$ cat config.mk
export PLATFORM = sky130hd
export DESIGN_NAME = hc_irq_regs
export DESIGN_NICKNAME = d
export VERILOG_FILES = /design/src/rtl/hc_irq_pkg.sv /design/src/rtl/hc_irq_decode.sv /design/src/rtl/hc_irq_status.sv /design/src/rtl/hc_irq_mask.sv /design/src/rtl/hc_irq_regs.sv
export SDC_FILE = /design/constraint.sdc
export NUM_CORES = 1
export LEC_CHECK = 0
export ABC_AREA = 0
export BUFFER_PORTS_ARGS = -buffer_cell sky130_fd_sc_hd__buf_2
export CAP_MARGIN = 20
export CORE_MARGIN = 2
export CORE_UTILIZATION = 46
export DETAILED_ROUTE_END_ITERATION = 10
export GPL_ROUTABILITY_DRIVEN = 0
export PLACE_DENSITY_LB_ADDON = 0.08
export SLEW_MARGIN = 10
export SYNTH_ARGS = -nofsm -noshare
export SYNTH_HDL_FRONTEND = slang
export SYNTH_HIERARCHICAL = 1
export SYNTH_SLANG_ARGS = --single-unit
$ cat constraint.sdc
create_clock -name clk -period 2.9 [get_ports clk]
set_input_delay 0.435 -clock clk [delete_from_list [all_inputs] [get_ports clk]]
set_output_delay 0.435 -clock clk [all_outputs]
set_load 0.005 [all_outputs]
$ cat src/rtl/hc_irq_pkg.sv
package hc_irq_pkg;
    localparam int unsigned WORD_W = 32;
    localparam int unsigned SEL_W  = 2;

    typedef enum logic [SEL_W-1:0] {
        SEL_STATUS = 2'd0,
        SEL_MSET   = 2'd1,
        SEL_MCLR   = 2'd2,
        SEL_SPARE  = 2'd3
    } reg_sel_e;

    localparam logic [WORD_W-1:0] SRC_DEFAULT = 32'h4000_007F;
    localparam int unsigned       GATE_BIT    = 31;
endpackage

$ cat src/rtl/hc_irq_decode.sv
module hc_irq_decode
    import hc_irq_pkg::*;
#(
    parameter int unsigned W = WORD_W
) (
    input  logic [SEL_W-1:0] addr,
    input  logic             wr,
    input  logic [W-1:0]     stat_q,
    input  logic [W-1:0]     mask_q,
    output logic             wr_status,
    output logic             wr_mset,
    output logic             wr_mclr,
    output logic [W-1:0]     rdata
);
    reg_sel_e sel;
    assign sel = reg_sel_e'(addr);

    always_comb begin
        wr_status = 1'b0;
        wr_mset   = 1'b0;
        wr_mclr   = 1'b0;
        rdata     = '0;
        unique case (sel)
            SEL_STATUS: begin
                wr_status = wr;
                rdata     = stat_q;
            end
            SEL_MSET: begin
                wr_mset = wr;
                rdata   = mask_q;
            end
            SEL_MCLR: begin
                wr_mclr = wr;
                rdata   = mask_q;
            end
            SEL_SPARE: begin
                rdata = '0;
            end
        endcase
    end
endmodule

$ cat src/rtl/hc_irq_status.sv
module hc_irq_status #(
    parameter int unsigned     W        = 32,
    parameter logic [W-1:0]    SRC_MASK = '0
) (
    input  logic         clk,
    input  logic         rst_n,
    input  logic         clr_en,
    input  logic [W-1:0] clr_bits,
    input  logic [W-1:0] evt,
    output logic [W-1:0] stat_q
);
    logic [W-1:0] clr_vec;
    logic [W-1:0] stat_d;

    always_comb begin
        clr_vec = clr_en ? clr_bits : '0;
        // a fresh event overrides a clear in the same cycle
        stat_d  = ((stat_q & ~clr_vec) | evt) & SRC_MASK;
    end

    always_ff @(posedge clk or negedge rst_n) begin
        if (!rst_n) stat_q <= '0;
        else        stat_q <= stat_d;
    end
endmodule

$ cat src/rtl/hc_irq_mask.sv
module hc_irq_mask #(
    parameter int unsigned  W       = 32,
    parameter logic [W-1:0] EN_MASK = '0
) (
    input  logic         clk,
    input  logic         rst_n,
    input  logic         set_en,
    input  logic         clr_en,
    input  logic [W-1:0] bits,
    output logic [W-1:0] mask_q
);
    logic [W-1:0] mask_d;

    always_comb begin
        mask_d = mask_q;
        if (set_en) mask_d = mask_d | bits;
        if (clr_en) mask_d = mask_d & ~bits;
        mask_d = mask_d & EN_MASK;
    end

    always_ff @(posedge clk or negedge rst_n) begin
        if (!rst_n) mask_q <= '0;
        else        mask_q <= mask_d;
    end
endmodule

$ cat src/rtl/hc_irq_regs.sv
module hc_irq_regs
    import hc_irq_pkg::*;
#(
    parameter int unsigned     W        = WORD_W,
    parameter int unsigned     GATE     = GATE_BIT,
    parameter logic [W-1:0]    SRC_MASK = SRC_DEFAULT
) (
    input  logic             clk,
    input  logic             rst_n,
    input  logic [SEL_W-1:0] bus_addr,
    input  logic             bus_wr,
    input  logic [W-1:0]     bus_wdata,
    output logic [W-1:0]     bus_rdata,
    input  logic [W-1:0]     evt_pulse,
    output logic             irq
);
    localparam logic [W-1:0] GATE_ONEHOT = W'(1) << GATE;
    localparam logic [W-1:0] SRC_ONLY    = SRC_MASK & ~GATE_ONEHOT;
    localparam logic [W-1:0] EN_MASK     = SRC_ONLY | GATE_ONEHOT;

    logic [W-1:0] stat_q;
    logic [W-1:0] mask_q;
    logic         wr_status;
    logic         wr_mset;
    logic         wr_mclr;

    hc_irq_decode #(.W(W)) u_dec (
        .addr      (bus_addr),
        .wr        (bus_wr),
        .stat_q    (stat_q),
        .mask_q    (mask_q),
        .wr_status (wr_status),
        .wr_mset   (wr_mset),
        .wr_mclr   (wr_mclr),
        .rdata     (bus_rdata)
    );

    hc_irq_status #(.W(W), .SRC_MASK(SRC_ONLY)) u_stat (
        .clk      (clk),
        .rst_n    (rst_n),
        .clr_en   (wr_status),
        .clr_bits (bus_wdata),
        .evt      (evt_pulse),
        .stat_q   (stat_q)
    );

    hc_irq_mask #(.W(W), .EN_MASK(EN_MASK)) u_mask (
        .clk    (clk),
        .rst_n  (rst_n),
        .set_en (wr_mset),
        .clr_en (wr_mclr),
        .bits   (bus_wdata),
        .mask_q (mask_q)
    );

    logic [W-1:0] live;
    always_comb begin
        live = stat_q & mask_q & ~GATE_ONEHOT;
        irq  = mask_q[GATE] && (|live);
    end
endmodule

==> run_results.csv <==
group,metric,value,unit
finish,finish.instance_area,1580,sq um
grt,grt_max_degree,34,
finish,drive_above_1_share,20.7,%
power_and_ir_drop,switching_power,213,uW
detailed_routing,antenna_left,0,
grt,antenna_found_initial,0,
timing,fin_setup_tns,0,ps
placed_design,dp_hpwl,2440,um
timing,period_needed,2170,ps
detailed_routing,via_per_inst,4.94,
logic_synthesis,synth.avg_cell_area,9.21,sq um
timing,fin_hold_ws,40.2,ps
clock_tree,clk_pin_slew,110,ps
critical_path,worst_setup_path_start_kind,"input port",
clock_tree,insertion_delay,290,ps
detailed_routing,routedWlPerCell,13.1,um
timing,drv_slew,0,
grt,grt_usage,16.9,%
power_and_ir_drop,pwr-share-clk,20.0,%
clock_tree,numClockSinks,17,
die,die_h,62.8,um
clock_tree,postCtsSetupBuffers,0,
detailed_routing,post-route-drc-count,0,
clock_tree,cts.path.max_buffers,2,
grt,grt.overflow.total,0,
clock_tree,cts_buffers,3,
timing,rsz0062_at_grt,"no",
die,rows,21,
power_and_ir_drop,ir_drop,310,uV
clock_tree,cts_tree,"yes",
logic_synthesis,synth_top_area_share,26.7,%
logic_synthesis,async_reset_ff_share,100,%
finish,post-route-util,47.4,%
logic_synthesis,synth_edf_count,0,
logic_synthesis,synthTopCellsByCount,"buf_4, a22o_1, a21oi_1",
timing,clock.fmax,460,MHz
power_and_ir_drop,p_leak,0.768,nW
critical_path,setup.worst_path.end_class,"output pin",
timing,min_period_over_period,74.9,%
detailed_routing,drt-total-wl,3190,um
die,core_area,3340,sq um
finish,areaGrowthSynthToFinish,-0.785,%
finish,nets,272,
clock_tree,ctsHtreeMaxLevel,1,
logic_synthesis,synth_top_cells_by_area,"dfrtp_1, buf_4, a22o_1",
power_and_ir_drop,pwr-share-seq,46.3,%
die,die_w,62.8,um
timing,setup_viol,0,
logic_synthesis,netlist_instances,173,
grt,grt_pass1_wl,5410,um
die,ioPinCount,102,
logic_synthesis,synth_most_common_cell,"buf_4",
critical_path,cp.required,2470,ps
critical_path,rrSetupSlack,2150,ps
clock_tree,hold_buffers,0,
finish,final_cells,244,
detailed_routing,vias,1206,
finish,fillCellCount,351,
timing,tightest_slew,566,ps
placed_design,placed_cells,240,
detailed_routing,first_pass_iters,4,
outcome,status,"finished clean",
job,drv_cap,0,
logic_synthesis,yosys_warnings,6,
power_and_ir_drop,power_density,397,nW/um^2
finish,antenna_cells,0,
logic_synthesis,synth_top_area_cell,"dfrtp_1",
logic_synthesis,yosysUniqueCellTypes,20,
critical_path,reg2reg_depth,2,
grt,grt_pass1_vias,1211,
timing,slew_headroom,62.2,%
clock_tree,cts_resized,0,
logic_synthesis,ys_seq_area_share,26.7,%
logic_synthesis,ys_seq_elements,17,
logic_synthesis,syn_area,1590,sq um
timing,hold_viol,0,
power_and_ir_drop,p_total,627,uW
worst_hold_path,min_path_type,"input port to asynchronous set/reset pin",
critical_path,r2r_start,"u_mask/mask_q[0]",
placed_design,dp_slack,737,ps
timing,finClkSkew,0,ps
placed_design,portBuffers,31,
timing,setup_ws,728,ps
power_and_ir_drop,sw_frac_of_total,33.9,%
power_and_ir_drop,internal-power,414,uW
power_and_ir_drop,pwr-share-comb,33.8,%
critical_path,reg2reg_to,"u_mask/mask_q[0]",
placed_design,place_area,1550,sq um
critical_path,crit_type,"input port to output pin",
logic_synthesis,yosys_most_used_dff,"dfrtp_1",
clock_tree,cts_root_buf,"clkbuf_4",
detailed_routing,drtIter0Drc,51,
critical_path,crit_fanout,23,
die,die_area,3950,sq um
critical_path,arrival,1740,ps
die,initial_core_util,47.7,%
## registers in the layout, summed over array words and instances, names as in the netlist
register / cells
u_mask/mask_q: 9
u_stat/stat_q: 8
## layout make-up
cell class	count	area [sq um]	area share, %
multi-input combinational	142	892	56.5
sequential	17	425	26.9
timing repair buffer	33	170	10.8
tap	46	57.6	3.64
clock buffer	3	22.5	1.43
inverter	2	7.51	0.475
clock inverter	1	5.00	0.317
## how the worst max path moves through the flow
stage | cells past startpoint | endpoint | start
after global placement | 6 | bus_rdata[6] | bus_addr[0]
after global routing | 6 | bus_rdata[1] | bus_addr[0]
after CTS | 6 | bus_rdata[1] | bus_addr[0]
final | 6 | bus_rdata[6] | bus_addr[0]
after detailed placement | 6 | bus_rdata[1] | bus_addr[0]
after floorplan | 5 | bus_rdata[0] | bus_addr[0]
## critical path, cell delays in order
cell	delay, ps
buf_2	90
inv_1	70
ha_1	300
nor2b_4	510
a22o_1	220
buf_2	110
## layout by cell type (no fill, tap or decap)
master,instances
buf_4,2
a22o_1,34
a222oi_1,1
inv_1,2
nand2_1,10
and2_1,3
o31a_1,1
ha_1,4
dfrtp_1,17
a21o_1,8
clkinv_2,1
a21oi_1,18
clkbuf_4,3
nor2b_4,1
a221oi_2,3
buf_2,31
conb_1,47
nand4_1,3
a22oi_1,8
o21ai_1,1
## power by group through the flow
stage / logic (mW) / registers (mW) / clock network [mW]
global placement: 0.200 / 0.293 / 0
global route: 0.239 / 0.294 / 0.141
CTS: 0.206 / 0.290 / 0.129
finish: 0.212 / 0.290 / 0.125
detailed placement: 0.205 / 0.294 / 0
floorplan: 0.202 / 0.288 / 0
## cell families after synthesis
family          share of synthesized area (%)
other cells                             0.472
compound gates                           36.2
simple gates                             5.58
fa+ha+maj                                3.14
buf+inv                                  27.9
flops                                    26.7
## per-layer routing
| metal | wire length (um) | global-route usage, % |
|---|---|---|
| met1 | 1400 | 20.1 |
| met2 | 1620 | 31.7 |
| met3 | 160 | 2.52 |
| met4 | 10 | 3.61 |
| met5 | 0 | 0 |
Note: power is estimated with default switching activity, not from simulation.
